## src/rtl/qdac_pkg.sv

```systemverilog
package qdac_pkg;

    localparam int FRAME_BITS = 16;
    localparam int CODE_W     = 8;
    localparam int ADDR_W     = 2;
    localparam int NUM_CH     = 1 << ADDR_W;
    localparam int CNT_W      = $clog2(FRAME_BITS + 1);

    // field positions inside a command word
    localparam int ADDR_MSB = FRAME_BITS - 1;
    localparam int PD_POS   = ADDR_MSB - ADDR_W;
    localparam int FAST_POS = PD_POS - 1;
    localparam int CODE_MSB = FAST_POS - 1;

    // synchronised pin bundle positions
    localparam int PIN_CS   = 4;
    localparam int PIN_FS   = 3;
    localparam int PIN_SCK  = 2;
    localparam int PIN_SDI  = 1;
    localparam int PIN_LOAD = 0;
    localparam int PIN_W    = 5;

    typedef struct packed {
        logic [ADDR_W-1:0] addr;
        logic              pdown;
        logic              fast;
        logic [CODE_W-1:0] code;
    } cmd_t;

endpackage

```

## src/rtl/qdac_sync.sv

```systemverilog
module qdac_sync #(
    parameter int              WIDTH   = 5,
    parameter int              STAGES  = 2,
    parameter logic [WIDTH-1:0] RST_VAL = '0
) (
    input  logic             clk,
    input  logic             rst_n,
    input  logic [WIDTH-1:0] raw_i,
    output logic [WIDTH-1:0] cur_o,
    output logic [WIDTH-1:0] prev_o
);

    // STAGES synchroniser flops plus one extra for edge detection
    localparam int DEPTH = STAGES + 1;

    logic [DEPTH-1:0][WIDTH-1:0] pipe_d, pipe_q;

    always_comb begin
        pipe_d[0] = raw_i;
        for (int i = 1; i < DEPTH; i++) begin
            pipe_d[i] = pipe_q[i-1];
        end
    end

    always_ff @(posedge clk or negedge rst_n) begin
        if (!rst_n) begin
            pipe_q <= {DEPTH{RST_VAL}};
        end else begin
            pipe_q <= pipe_d;
        end
    end

    assign cur_o  = pipe_q[STAGES-1];
    assign prev_o = pipe_q[STAGES];

endmodule

```

## src/rtl/qdac_shift.sv

```systemverilog
module qdac_shift
    import qdac_pkg::*;
(
    input  logic                  clk,
    input  logic                  rst_n,
    input  logic                  cs_low,
    input  logic                  fs_fall,
    input  logic                  fs_rise,
    input  logic                  sck_fall,
    input  logic                  sck_rise,
    input  logic                  sdata,
    output logic                  commit,
    output logic [FRAME_BITS-1:0] word,
    output logic [CNT_W-1:0]      bit_cnt
);

    typedef struct packed {
        logic                  active;
        logic [CNT_W-1:0]      cnt;
        logic [FRAME_BITS-1:0] sr;
    } shift_st_t;

    shift_st_t st_d, st_q;

    always_comb begin
        st_d   = st_q;
        commit = 1'b0;
        if (!cs_low) begin
            st_d.active = 1'b0;
            st_d.cnt    = '0;
        end else if (fs_fall) begin
            st_d.active = 1'b1;
            st_d.cnt    = '0;
        end else if (st_q.active) begin
            if (st_q.cnt == CNT_W'(FRAME_BITS)) begin
                if (sck_rise || fs_rise) begin
                    commit      = 1'b1;
                    st_d.active = 1'b0;
                    st_d.cnt    = '0;
                end
            end else if (sck_fall) begin
                st_d.sr  = {st_q.sr[FRAME_BITS-2:0], sdata};
                st_d.cnt = st_q.cnt + CNT_W'(1);
            end
        end
    end

    always_ff @(posedge clk or negedge rst_n) begin
        if (!rst_n) begin
            st_q <= '0;
        end else begin
            st_q <= st_d;
        end
    end

    assign word    = st_q.sr;
    assign bit_cnt = st_q.cnt;

endmodule

```

## src/rtl/qdac_regbank.sv

```systemverilog
module qdac_regbank
    import qdac_pkg::*;
(
    input  logic                     clk,
    input  logic                     rst_n,
    input  logic                     commit,
    input  cmd_t                     cmd,
    input  logic                     load_low,
    output logic [NUM_CH*CODE_W-1:0] hold_flat,
    output logic [NUM_CH*CODE_W-1:0] code_flat,
    output logic [NUM_CH-1:0]        pdown,
    output logic [NUM_CH-1:0]        fast
);

    typedef struct packed {
        logic [NUM_CH-1:0][CODE_W-1:0] hold;
        logic [NUM_CH-1:0][CODE_W-1:0] out;
        logic [NUM_CH-1:0]             pd;
        logic [NUM_CH-1:0]             fs;
    } bank_st_t;

    bank_st_t bk_d, bk_q;

    always_comb begin
        bk_d = bk_q;
        if (commit) begin
            bk_d.hold[cmd.addr] = cmd.code;
            bk_d.pd[cmd.addr]   = cmd.pdown;
            bk_d.fs[cmd.addr]   = cmd.fast;
        end
        // level-sensitive transfer: includes a word committing this cycle
        if (load_low) begin
            bk_d.out = bk_d.hold;
        end
    end

    always_ff @(posedge clk or negedge rst_n) begin
        if (!rst_n) begin
            bk_q.hold <= '0;
            bk_q.out  <= '0;
            bk_q.pd   <= '1;
            bk_q.fs   <= '0;
        end else begin
            bk_q <= bk_d;
        end
    end

    assign hold_flat = bk_q.hold;
    assign code_flat = bk_q.out;
    assign pdown     = bk_q.pd;
    assign fast      = bk_q.fs;

endmodule

```

## src/rtl/quad_dac_frontend.sv

```systemverilog
module quad_dac_frontend
    import qdac_pkg::*;
#(
    parameter int SYNC_STAGES = 2
) (
    input  logic                     clk,
    input  logic                     rst_n,
    input  logic                     cs_n_i,
    input  logic                     fsync_i,
    input  logic                     sclk_i,
    input  logic                     sdata_i,
    input  logic                     load_n_i,
    output logic [NUM_CH*CODE_W-1:0] code_o,
    output logic [NUM_CH-1:0]        pdown_o,
    output logic [NUM_CH-1:0]        fast_o
);

    localparam logic [PIN_W-1:0] PIN_IDLE = 5'b11101;

    logic [PIN_W-1:0]      pin_raw, pin_cur, pin_prev;
    logic                  cs_low, load_low;
    logic                  fs_fall, fs_rise, sck_fall, sck_rise;
    logic                  commit;
    logic [FRAME_BITS-1:0] word;
    logic [CNT_W-1:0]      bit_cnt;
    cmd_t                  cmd;
    logic [NUM_CH*CODE_W-1:0] hold_flat;

    always_comb begin
        pin_raw           = '0;
        pin_raw[PIN_CS]   = cs_n_i;
        pin_raw[PIN_FS]   = fsync_i;
        pin_raw[PIN_SCK]  = sclk_i;
        pin_raw[PIN_SDI]  = sdata_i;
        pin_raw[PIN_LOAD] = load_n_i;
    end

    qdac_sync #(
        .WIDTH   (PIN_W),
        .STAGES  (SYNC_STAGES),
        .RST_VAL (PIN_IDLE)
    ) i_sync (
        .clk    (clk),
        .rst_n  (rst_n),
        .raw_i  (pin_raw),
        .cur_o  (pin_cur),
        .prev_o (pin_prev)
    );

    assign cs_low   = ~pin_cur[PIN_CS];
    assign load_low = ~pin_cur[PIN_LOAD];
    assign fs_fall  =  pin_prev[PIN_FS]  & ~pin_cur[PIN_FS];
    assign fs_rise  = ~pin_prev[PIN_FS]  &  pin_cur[PIN_FS];
    assign sck_fall =  pin_prev[PIN_SCK] & ~pin_cur[PIN_SCK];
    assign sck_rise = ~pin_prev[PIN_SCK] &  pin_cur[PIN_SCK];

    qdac_shift i_shift (
        .clk      (clk),
        .rst_n    (rst_n),
        .cs_low   (cs_low),
        .fs_fall  (fs_fall),
        .fs_rise  (fs_rise),
        .sck_fall (sck_fall),
        .sck_rise (sck_rise),
        .sdata    (pin_cur[PIN_SDI]),
        .commit   (commit),
        .word     (word),
        .bit_cnt  (bit_cnt)
    );

    always_comb begin
        cmd.addr  = word[ADDR_MSB -: ADDR_W];
        cmd.pdown = word[PD_POS];
        cmd.fast  = word[FAST_POS];
        cmd.code  = word[CODE_MSB -: CODE_W];
    end

    qdac_regbank i_bank (
        .clk       (clk),
        .rst_n     (rst_n),
        .commit    (commit),
        .cmd       (cmd),
        .load_low  (load_low),
        .hold_flat (hold_flat),
        .code_flat (code_o),
        .pdown     (pdown_o),
        .fast      (fast_o)
    );

endmodule

```

## config.mk

```make
export PLATFORM = sky130hd
export DESIGN_NAME = quad_dac_frontend
export DESIGN_NICKNAME = d
export VERILOG_FILES = /design/src/rtl/qdac_pkg.sv /design/src/rtl/qdac_sync.sv /design/src/rtl/qdac_shift.sv /design/src/rtl/qdac_regbank.sv /design/src/rtl/quad_dac_frontend.sv
export SDC_FILE = /design/constraint.sdc
export NUM_CORES = 1
export LEC_CHECK = 0
export BUFFER_PORTS_ARGS = -buffer_cell sky130_fd_sc_hd__clkbuf_2
export CORE_UTILIZATION = 35
export CTS_CLUSTER_DIAMETER = 80
export DETAILED_ROUTE_END_ITERATION = 16
export PLACE_DENSITY = 0.5
export SLEW_MARGIN = 40
export SYNTH_ARGS = -nofsm -noshare
export SYNTH_HDL_FRONTEND = slang
export SYNTH_SLANG_ARGS = --single-unit
```

## constraint.sdc

```tcl
create_clock -name clk -period 4.9 [get_ports clk]
set_input_delay 0.98 -clock clk [delete_from_list [all_inputs] [get_ports clk]]
set_output_delay 0.98 -clock clk [all_outputs]
set_load 0.01 [all_outputs]
```

After elaboration in Yosys (flattened, before gate mapping)

Index checks and enable logic that the tools add are counted.

Add/sub/neg operators: 1
$mul: 0
Div/mod/pow operators: 0
Order comparisons: 2
Equality and inequality tests: 2
Shifts and indexed selects: 0
Multiplexer cells: 21
Bitwise gates (word level): 11
Reduce and logical (&&, ||, !) cells: 6

Operator list:

| cell                                                                         | count |
|---|---|
| 32-bit bitwise mux                                                           | 1 |
| 32-bit two-way mux                                                           | 1 |
| 22-bit two-way mux                                                           | 1 |
| 21-bit two-way mux                                                           | 1 |
| 6-bit two-way mux                                                            | 3 |
| 8-bit demux with 2-bit select                                                | 1 |
| 16-bit two-way mux                                                           | 1 |
| 4-bit bitwise mux                                                            | 2 |
| 8-bit two-way mux                                                            | 1 |
| 1-bit two-way mux                                                            | 7 |
| 1-bit inverter                                                               | 7 |
| 5-bit by 1-bit adder with 5-bit output, second input constant                | 1 |
| 5-bit equality test, second input constant                                   | 1 |
| 5-bit two-way mux                                                            | 1 |
| 5-bit AND reduction                                                          | 1 |
| 1-bit AND                                                                    | 4 |
| 4-bit != test, second input constant                                         | 1 |
| 4-bit nonzero test                                                           | 1 |
| 2-bit by 3-bit less-than comparator with 1-bit output, second input constant | 1 |
| 3-bit AND reduction                                                          | 1 |
| 3-bit nonzero test                                                           | 1 |
| 1-bit demux with 2-bit select                                                | 1 |
| 2-bit by 1-bit >= comparator with 1-bit output, second input constant        | 1 |
| 1-bit logical AND                                                            | 1 |
| 1-bit logical OR                                                             | 1 |

Register bits: 108
Latch bits: 0
Memory bits (writable): 0
ROM bits: 0
Bits of input ports: 7
Output and inout bits: 40
Logic and storage cells: 59
Memories kept: 0

Longest topological paths before layout

Gate-level depths: netlist of the first run.

Depth in word-level cells: 9
Mapped depth: 8
Gate-level depth less buffers: 6

By module

From an unflattened synthesis of the first run, not the netlist that was laid out.

Cell total of the unflattened synthesis: 367
Area total of the unflattened synthesis: 4388.0 um^2

By module, submodules not included:

| module            | instances | cells each | area each (um^2) | sequential area each (um^2) |
|---|---|---|---|---|
| qdac_regbank      | 1         | 253        | 2796.4           | 1806.7 |
| qdac_shift        | 1         | 88         | 1121.1           | 550.5 |
| qdac_sync         | 1         | 20         | 427.9            | 390.4 |
| quad_dac_frontend | 1         | 6          | 42.5             | 0.0 |

Least setup slack after synthesis of the first run

Ideal clock, no wire load.

Path kind: register to register
From: reg i_shift.st_q (netlist bit i_shift.bit_cnt[0])
To: reg i_bank.bk_q (netlist bit i_bank.fast[0])
Setup time: 0.125 ns
Data arrival time: 1.690 ns
Data required time: 4.775 ns
Setup slack: 3.085 ns
Stages on the path, launching flop included: 7
Path buffers: 0
Clock period less this slack: 1.815 ns
Cell sequence: dfrtp_1 -> inv_1 -> ha_1 -> and4bb_2 -> o2111ai_4 -> nor3_4 -> mux2_2

Cells in the longest elaborated chain, start to end: 5

RTL lines:

| what                     | RTL line           | text |
|---|---|---|
| start: declaration       | qdac_shift.sv:23   | `shift_st_t st_d, st_q;` |
| start signal: assignment | qdac_shift.sv:52   | `st_q <= st_d;` |
| 5-bit equality test      | qdac_shift.sv:35   | `if (st_q.cnt == CNT_W'(FRAME_BITS)) begin` |
| 1-bit two-way mux        | qdac_shift.sv:35   |  |
| 1-bit two-way mux        | qdac_shift.sv:34   | `end else if (st_q.active) begin` |
| 1-bit two-way mux        | qdac_shift.sv:31   | `end else if (fs_fall) begin` |
| 1-bit two-way mux        | qdac_shift.sv:28   | `if (!cs_low) begin` |
| end signal: assignment   | qdac_regbank.sv:44 | `bk_q <= bk_d;` |
| end: declaration         | qdac_regbank.sv:22 | `bank_st_t bk_d, bk_q;` |

No other way between the ends.
A chain may end at the register's enable or synchronous reset.

Worst setup path after layout of the first run

From: reg i_shift.st_q (netlist bit i_shift.word[14])
To: reg i_bank.bk_q (netlist bit i_bank.fast[1])

Cells in the longest elaborated chain, start to end: 5
Elaborated cells between the ends (all ways): 6
Those cells by class: order compare: 2; mux: 3; reduce/logical: 1

RTL lines:

| what                                                                                                                                                 | RTL line           | text |
|---|---|---|
| 2-bit by 3-bit less-than comparator with 1-bit output (implied by the code) / 2-bit by 1-bit >= comparator with 1-bit output (equally long branches) | qdac_regbank.sv:29 | `bk_d.fs[cmd.addr] = cmd.fast;` |
| 1-bit logical AND (implied by the code)                                                                                                              | qdac_regbank.sv:29 |  |
| 1-bit two-way mux (implied by the code)                                                                                                              | qdac_regbank.sv:29 |  |
| 1-bit demux with 2-bit select (*)                                                                                                                    | n/a                |  |
| 4-bit bitwise mux (*)                                                                                                                                | qdac_regbank.sv:29 |  |

Every way passes the cells marked *; elsewhere a longest branch is shown, timed or not.

==> run metrics, run 1 <==
Die ar.=13400 um^2; Hold/Removal Path Class=flop to flop; Setup TNS Final=0 ns; fill cell count=1253; Worst Reg-to-Reg Cells=3; period utilisation layout=0.529; cts repair resizes=0; htree depth=3; RSZ-0062 raised after global routing=no; fmax=386 MHz; crit path from=i_shift.word[14]$_DFFE_PN0P_; Synth Flop Type=dfrtp_1; starting density of the core=0.358; # placed instances=572; Final Instance Area=5190 um^2; Remaining Overflow, GRT=0; final WL=9950 um; top cells by area, synth=dfrtp_1 (51%), dfstp_2 (8.1%), mux2_2 (6.0%), nor2b_1 (5.4%), a21bo_2 (3.5%); Ant. Diodes=0; outcome=finished clean; PwrDens=331 nW/um^2; area grow syn2layout=14.9%; Buffers on Ports=46; initial antenna violation count=0; I/O pin count=47; DRC=0; sequential fraction of the synthesis area=0.591; worst setup path endpoint=i_bank.fast[1]$_DFFE_PN0P_; Inserted Clock Buffers=9; Longest Clk Path Bufs=2; CP arrival=2.83 ns; Yosys warning count=0; hpwl dp=6080 um; Cell Area, Synth=4520 um^2; headroom to the max-slew limit=0.534; clock transition at the registers of the reported paths=0.07 ns; Setup-failing EPs final=0; critical path capture point type=flop; Root Buffer=clkbuf_16; share of Yosys cell area claimed by the top area cell type=0.510; Clock power frac=0.408; layout cells sized above 1=0.325; max cap viols=0; first-pass GRT wire length=16500 um; CP Data Required Time=5.13 ns; register area=2680 um^2; Worst Tran Pin Value=0.700 ns; Critical Path Source Type=flop; die extent in x=116 um; CTS tree=yes; TritonRoute pass-1 iters=4; post-synth top area cell=dfrtp_1; Yosys cell types=41; worst flop-to-flop path startpoint=i_shift.word[14]$_DFFE_PN0P_; Syn Inst Count=375; vias in the first global route=3021; commonest cells in the netlist=dfrtp_1 (92), nor2b_1 (39), o21ai_0 (27); Mean Syn Cell Area=12.0 um^2; Peak VDD IR=152 uV; Final Util=0.411; Critical Path Fanout Max=31; asr flop ratio synth=1.00; vias per cell=5.06; GP Congestion=0.696; Die Y=116 um; CTS sink cnt=106; final hold vios=0; Reg2Reg Setup Slack=2.31 ns; Flop pwr share=0.540; Hold-fix buffers, CTS=0; via count=2974; clk_lat worst skew=0.35 ns; DRT iter0 DRCs=176; Finished Layout Cells=588; multi-input logic area=1730 um^2; most numerous cell in the Yosys netlist=dfrtp_1; combinational fraction of design power=0.052; Period minus WS final=2.59 ns; syn_nets=384; placed cell area=4900 um^2; largest net degree at the start of global routing=77; NetSw=390 uW; critical path class=flop to flop; setup bufs post-CTS=0; Critical R2R Capture=i_bank.fast[1]$_DFFE_PN0P_; routed len/inst=16.9 um; total track usage=0.164; Yosys reg bits=106; core area=12600 um^2; Slew Viols, Final=0; Post-DRT Antenna Nets=0; Nets=420; site row count=41; leakage=0.00239 uW; Post-synth EDFFs=0; hold_sp=i_sync.pipe_d[6]$_DFF_PN0_; Setup Skew=0.00577 ns; internal power=1330 uW; Sw Ratio=0.227
logic make-up (layout without fill, tap and decap cells):
logic type | after synthesis | after routing | synth area share
XOR/XNOR | 1 | 1 | 0.00194
multiplexers | 24 | 24 | 0.0598
AND/OR/NAND/NOR | 89 | 89 | 0.122
adder cells (fa/ha/maj) | 2 | 2 | 0.00554
flip-flops | 106 | 106 | 0.591
AO/OA/AOI/OAI | 124 | 124 | 0.193
buffers and inverters | 29 | 70 | 0.0269
routing by layer:
metal | vias up | share of wire | track usage
met3 | 12 | 0.043 | 0.0340
met5 | - | 0 | 0
li1 | 1423 | - | -
met2 | 63 | 0.42 | 0.226
met1 | 1476 | 0.52 | 0.246
met4 | 0 | 0.017 | 0.0727
stage by stage:
stage / hold slack [ns] / total power [uW] / worst slack (ns)
finish: 0.353 / 1720 / 2.31
floorplan: 0.331 / 986 / 3.08
global route: 0.359 / 1790 / 2.17
CTS: 0.356 / 1750 / 2.35
detailed placement: 0.340 / 1040 / 2.36
global placement: 0.333 / 1040 / 1.94
sequential cells by signal (all words and copies together) (netlist names):
register	flops
i_bank.code_flat	32
i_sync.prev_o	2
i_sync.pipe_d	5
i_shift.bit_cnt	5
i_bank.fast	4
i_bank.pdown	4
i_bank.hold_flat	32
i_sync.cur_o	5
i_shift.st_q	1
i_shift.word	16
power groups by stage:
stage                     Combinational (uW)  Sequential, uW  Clock [uW]
after floorplan                         43.2             943           0
after global placement                  90.9             944           0
after detailed placement                91.8             945           0
after CTS                               92.7             929         727
after global routing                     104             933         757
final                                   89.9             929         701
worst min-delay path by stage:
stage / end / slack, ns / cells after the start
after detailed placement: i_sync.cur_o[1]$_DFF_PN0_ / 0.34 / 0
after CTS: i_sync.cur_o[1]$_DFF_PN0_ / 0.36 / 0
after floorplan: i_sync.cur_o[1]$_DFF_PN0_ / 0.33 / 0
after global placement: i_sync.cur_o[1]$_DFF_PN0_ / 0.33 / 0
after global routing: i_sync.cur_o[1]$_DFF_PN0_ / 0.36 / 0
final: i_sync.cur_o[1]$_DFF_PN0_ / 0.35 / 0
area by class of cell:
cell class	count	area share
sequential	106	0.515
multi-input combinational	240	0.333
clock buffer	12	0.0514
timing repair buffer	50	0.0514
tap	172	0.0415
clock inverter	4	0.00482
inverter	4	0.00289
worst max-delay path, cell delays in order (launching register included):
cell	delay, ns
dfrtp_2	0.73
clkinv_1	0.71
nor3_4	0.63
mux2_2	0.39
layout by cell type, fill, tap and decap left out, types with 3 or more instances in the layout:
| cell type | n |
|---|---|
| dfrtp_1 | 91 |
| clkbuf_2 | 45 |
| nor2b_1 | 39 |
| o21ai_0 | 27 |
| a21oi_1 | 25 |
| mux2_2 | 24 |
| a21bo_2 | 16 |
| a31oi_1 | 16 |
| dfstp_2 | 13 |
| nand2b_1 | 10 |
| nand2_1 | 10 |
| or2_2 | 9 |
| clkbuf_16 | 9 |
| o31ai_1 | 8 |
| a21boi_0 | 8 |
| nor3_1 | 8 |
| o31a_1 | 8 |
| a41oi_1 | 8 |
| buf_4 | 4 |
| inv_1 | 3 |
| clkbuf_8 | 3 |
Note: power is estimated with default switching activity, not from simulation.
==> run 2: changes to the inputs <==
Settings changed: ABC_AREA set to 1, PLACE_DENSITY 0.5 to 0.52.
Clock period 4.9 ns to 2.1 ns, I/O delays scaled along.
==> run metrics, run 2 <==
outcome=finished clean; commonest cells in the netlist=nand2_1 (242), dfrtp_1 (92), o21ai_0 (78); leakage=0.00273 uW (+14%); Nets=576 (+37%); post-synth top area cell=dfrtp_1; GP Congestion=0.789 (+13%); asr flop ratio synth=1.00 (unchanged); Synth Flop Type=dfrtp_1; syn_nets=534 (+39%); max cap viols=0 (unchanged); sequential fraction of the synthesis area=0.592 (+0.000656); Hold-fix buffers, CTS=0 (unchanged); fill cell count=1306 (+4.2%); Yosys warning count=0 (unchanged); final WL=9610 um (-3.5%); Root Buffer=clkbuf_16; Hold/Removal Path Class=input pin to async pin; Mean Syn Cell Area=8.59 um^2 (-29%); CTS sink cnt=106 (unchanged); most numerous cell in the Yosys netlist=nand2_1; Setup-failing EPs final=0 (unchanged); vias in the first global route=3352 (+11%); commonest non-fill, non-tap cells in the layout=nand2_1 (242), dfrtp_1 (92), o21ai_0 (78); Die ar.=13300 um^2 (-0.10%); setup bufs post-CTS=0 (unchanged); period utilisation layout=0.878 (+0.349); site row count=41 (unchanged); final hold vios=0 (unchanged); hpwl dp=6300 um (+3.7%); layout cells sized above 1=0.175 (-0.150); headroom to the max-slew limit=0.621 (+0.0871); Yosys reg bits=106 (unchanged); Post-DRT Antenna Nets=0 (unchanged); clock transition at the registers of the reported paths=0.07 ns (about the same); Ant. Diodes=0 (unchanged); post-place setup slack=0.244 ns (-2.11 ns); core area=12600 um^2 (unchanged); initial antenna violation count=0 (unchanged); CP Data Required Time=2.34 ns (-2.79 ns); Setup Skew=0.0122 ns (+0.00646 ns); via count=3455 (+16%); clk_lat worst skew=0.35 ns (about the same); htree depth=3 (unchanged); CP arrival=2.08 ns (-0.75 ns); vias per cell=4.64 (-8.2%); Peak VDD IR=544 uV (+260%); fmax=542 MHz (+41%); Syn Inst Count=525 (+40%); Inserted Clock Buffers=9 (unchanged); Yosys cell types=23 (-44%); Critical Path Fanout Max=25 (-19%); RSZ-0062 raised after global routing=no; Worst Reg-to-Reg Cells=10 (+7); critical path class=flop to flop; starting density of the core=0.358 (-0.000397); critical path capture point type=flop; die extent in x=116 um (about the same); DRT iter0 DRCs=185 (+5.1%); share of Yosys cell area claimed by the top area cell type=0.510 (+0.000565); Slew Viols, Final=0 (unchanged); top cells by area, synth=dfrtp_1 (51%), nand2_1 (20%), o21ai_0 (8.7%), dfstp_2 (8.2%), inv_1 (1.8%); Cell Area, Synth=4510 um^2 (-0.11%); DRC=0 (unchanged); Buffers on Ports=46 (unchanged); first-pass GRT wire length=16200 um (-1.8%); commonest non-fill, non-tap cell in the layout=nand2_1; Longest Clk Path Bufs=2 (unchanged); TritonRoute pass-1 iters=4 (unchanged); area grow syn2layout=15.8%; Period minus WS final=1.84 ns (-0.749 ns); Critical Path Source Type=flop; PwrDens=755 nW/um^2 (+130%); total track usage=0.158 (-0.00625); Final WS setup=0.256 ns (-2.05 ns); cts repair resizes=0 (unchanged); Post-synth EDFFs=0 (unchanged); Worst Tran Pin Value=0.568 ns (-0.131 ns); Die Y=116 um (about the same); CTS tree=yes; routed len/inst=12.9 um (-24%); Setup TNS Final=0 ns (unchanged); largest net degree at the start of global routing=39 (-49%); I/O pin count=47 (unchanged); Remaining Overflow, GRT=0 (unchanged)
[run 2: cell types whose count changed in the layout (fill, tap and decap cells not counted), sizes merged, moves of 15 or more]
cell,delta
a21oi,-21
nand3,+15
nand2,+235
mux2,-24
o21ai,+60
a31oi,-16
inv,+22
nor2b,-39
a21bo,-17
[run 2: layout make-up]
cell class              instances  area [um^2]  area share
repair buffers                 56          333      0.0637
clock buffers                  12          246      0.0472
clock inverters                 4         51.3     0.00982
inverters                      25         93.8      0.0180
multi-input cells             369         1610       0.309
flip-flops and latches        106         2670       0.511
well taps                     172          215      0.0412
[run 2: kinds of logic (layout without fill, tap and decap cells)]
family,count (synthesis),in the layout,synth area share
AND/OR/NAND/NOR,276,276,0.251
flip-flops,106,106,0.592
AO/OA/AOI/OAI,91,91,0.101
buffers and inverters,50,97,0.0507
adder cells (fa/ha/maj),2,2,0.00555
[run 2: critical path, cell delays in order (launching register included)]
cell and delay [ns]:
dfrtp_1 0.42, inv_1 0.10, ha_1 0.14, nand2_1 0.09, nor2_4 0.16, nand2_4 0.19
buf_4 0.24, o21ai_0 0.18, nand2_1 0.10, nand2_1 0.07, nand2_1 0.05
[run 2: worst paths after layout]
path / start / endpoint / slack [ns]
setup / recovery: i_shift.bit_cnt[0]$_DFFE_PN0P_ / i_bank.code_flat[21]$_DFFE_PN0N_ / 0.26
hold / removal: rst_n / i_shift.word[0]$_DFFE_PN0P_ / 0.02
setup reg to reg: i_shift.bit_cnt[0]$_DFFE_PN0P_ / i_bank.code_flat[21]$_DFFE_PN0N_ / 0.26
hold reg to reg: i_sync.pipe_d[6]$_DFF_PN0_ / i_sync.cur_o[1]$_DFF_PN0_ / 0.35
max in group asynchronous: rst_n / i_sync.cur_o[4]$_DFF_PN1_ / 1.42
min in group clk: cs_n_i / i_sync.pipe_d[9]$_DFF_PN1_ / 0.15
[run 2: where the power goes]
group / switching (uW) / internal (uW) / leakage (uW)
logic: 108 / 34.9 / 0.00117
clock network: 729 / 958 / 0.000143
registers: 22.1 / 2090 / 0.00142
[run 2: metal layers]
layer | track usage | wire length, um
met1 | 0.205 | 4600
met2 | 0.257 | 4570
met3 | 0.0387 | 335
met4 | 0.0545 | 98
met5 | 0 | 0
[run 2: through the flow]
stage                     hold slack [ns]  cells  total power [uW]  instance area [um^2]   util
after floorplan                     0.124    525              2210                  4510      -
after global placement              0.336    728              2300                  4920  0.390
after detailed placement            0.341    728              2300                  4920  0.390
after CTS                          0.0276    744              4010                  5220  0.414
after global routing               0.0485    744              4100                  5220  0.414
final                              0.0238    744              3940                  5220  0.414
==> run 3: changes to the inputs <==
Settings changed: CORE_UTILIZATION 35 to 53, MAX_ROUTING_LAYER set to met4, PLACE_DENSITY 0.52 to 0.74.
==> run metrics, run 3 (same netlist as run 2, synthesis figures left out) <==
outcome=finished clean; leakage=0.00268 uW (-1.6%); Slew Viols, Final=0 (unchanged); clk_lat worst skew=0.37 ns (+0.02 ns); Nets=574 (-0.35%); Inserted Clock Buffers=9 (unchanged); clock transition at the registers of the reported paths=0.10 ns (+0.03 ns); CP max stage cell=dfrtp_1; die extent in x=94.3 um (-18%); CTS sink cnt=106 (unchanged); Ant. Diodes=0 (unchanged); Critical Path Fanout Max=18 (-28%); I/O pin count=47 (unchanged); area grow syn2layout=11.6%; htree depth=3 (unchanged); headroom to the max-slew limit=0.653 (+0.0325); commonest non-fill, non-tap cell in the layout=nand2_1; site row count=33 (-20%); Max stage delay on crit path=0.44 ns (+0.02 ns); commonest non-fill, non-tap cells in the layout=nand2_1 (242), dfrtp_1 (92), o21ai_0 (78); Die ar.=8890 um^2 (-33%); via count=3569 (+3.3%); PwrDens=718 nW/um^2 (-4.9%); GP Congestion=0.850 (+7.7%); Final Util=0.613 (+0.199); critical path capture point type=flop; core area=8220 um^2 (-35%); Reg2Reg Setup Slack=0.13 ns (-0.13 ns); max cap viols=0 (unchanged); first-pass GRT wire length=15400 um (-4.9%); Setup-failing EPs final=0 (unchanged); Buffers on Ports=46 (unchanged); Hold/Removal Path Class=input pin to async pin; TritonRoute pass-1 iters=6 (+2); Remaining Overflow, GRT=0 (unchanged); Peak VDD IR=494 uV (-9.3%); period utilisation layout=0.939 (+0.0607); initial antenna violation count=0 (unchanged); crit path from=i_shift.bit_cnt[0]$_DFFE_PN0P_; worst flop-to-flop path startpoint=i_shift.bit_cnt[0]$_DFFE_PN0P_; total track usage=0.233 (+0.0756); Worst Tran Pin Value=0.520 ns (-0.0479 ns); CP top delay family=simple AND/OR/NAND/NOR gates; critical-path cell list=inv_1 > ha_1 > nand2_1 > nor2_4 > nand2_4 > nor2_4 > nand3_2 > nand2_1 > o21ai_1; fill cell count=734 (-44%); hpwl dp=5760 um (-8.6%); Setup TNS Final=0 ns (unchanged); Worst Reg-to-Reg Cells=9 (-1); DRT iter0 DRCs=190 (+2.7%); Bufs and invs on worst path=1 (-1); final hold vios=0 (unchanged); RSZ-0062 raised after global routing=no; CP arrival=2.23 ns (+0.15 ns); Period minus WS final=1.97 ns (+0.127 ns); Setup Skew=0.00807 ns (-0.00417 ns); setup bufs post-CTS=0 (unchanged); vias per cell=5.29 (+14%); largest net degree at the start of global routing=50 (+28%); routed len/inst=13.7 um (+5.9%); starting density of the core=0.549 (+0.192); Post-DRT Antenna Nets=0 (unchanged); layout cells sized above 1=0.175 (+0.000613); CTS tree=yes; DRC=0 (unchanged); vias in the first global route=3359 (+0.21%); fmax=507 MHz (-6.5%); CP Data Required Time=2.36 ns (+0.02 ns); critical path class=flop to flop; Critical R2R Capture=i_bank.fast[2]$_DFFE_PN0P_; Longest Clk Path Bufs=2 (unchanged); Die Y=94.3 um (-18%); Root Buffer=clkbuf_8; final WL=9230 um (-3.9%); Critical Path Source Type=flop
[run 3: cell count changes in the layout (fill, tap and decap cells not counted), sizes merged]
cell      before  now
buf           11    8
bufinv         1    2
clkbuf        57   55
clkinv         2    4
clkinvlp       1    0
nor2           9   10
[run 3: worst max-delay path by stage]
stage                                       to  slack, ns  depth (start not counted)
3_3_place_gp        i_bank.fast[1]$_DFFE_PN0P_       0.28                          9
5_1_grt        i_bank.code_flat[3]$_DFFE_PN0N_       0.01                         10
4_1_cts             i_bank.fast[1]$_DFFE_PN0P_       0.14                          9
2_1_floorplan       i_bank.fast[1]$_DFFE_PN0P_       0.55                         10
6_report            i_bank.fast[2]$_DFFE_PN0P_       0.13                          9
3_5_place_dp        i_bank.fast[1]$_DFFE_PN0P_       0.17                          9
[run 3: what timing repair did]
action,4_1_cts,5_1_grt
hold buffers,0,0
resized for setup,0,0
hold endpoints to repair,0,0
setup endpoints to repair,0,1
[run 3: final cells by class]
cell class | count | area (um^2) | share of cell area
clock buffers | 10 | 138 | 0.0273
flip-flops and latches | 106 | 2670 | 0.530
inverters | 25 | 93.8 | 0.0186
multi-input cells | 370 | 1620 | 0.323
clock inverters | 6 | 80.1 | 0.0159
well taps | 105 | 131 | 0.0261
repair buffers | 53 | 298 | 0.0591
[run 3: worst reg2reg max path: stages, from the launching register on]
cell,delay (ns)
dfrtp_1,0.44
inv_1,0.12
ha_1,0.15
nand2_1,0.10
nor2_4,0.18
nand2_4,0.13
nor2_4,0.43
nand3_2,0.18
nand2_1,0.09
o21ai_1,0.06
[run 3: routing by layer]
layer	GRT usage	wire, um
met4	0.0987	144
met1	0.302	4300
met2	0.352	4230
met5	-	0
met3	0.0550	546
[run 3: through the flow]
stage	power (uW)	instance area [um^2]	worst slack, ns	instances	hold slack, ns
floorplan	2210	4510	0.551	525	0.124
global placement	2290	4810	0.284	658	0.334
detailed placement	2290	4810	0.167	658	0.343
CTS	3660	5020	0.138	674	0.0222
global route	3760	5030	0.0138	675	0.0398
finish	3610	5030	0.129	675	0.0204
[run 3: where the power goes]
| part | switching, uW | internal [uW] |
|---|---|---|
| Combinational | 107 | 33.7 |
| Clock | 665 | 696 |
| Sequential | 23.1 | 2090 |
| Total | 795 | 2820 |
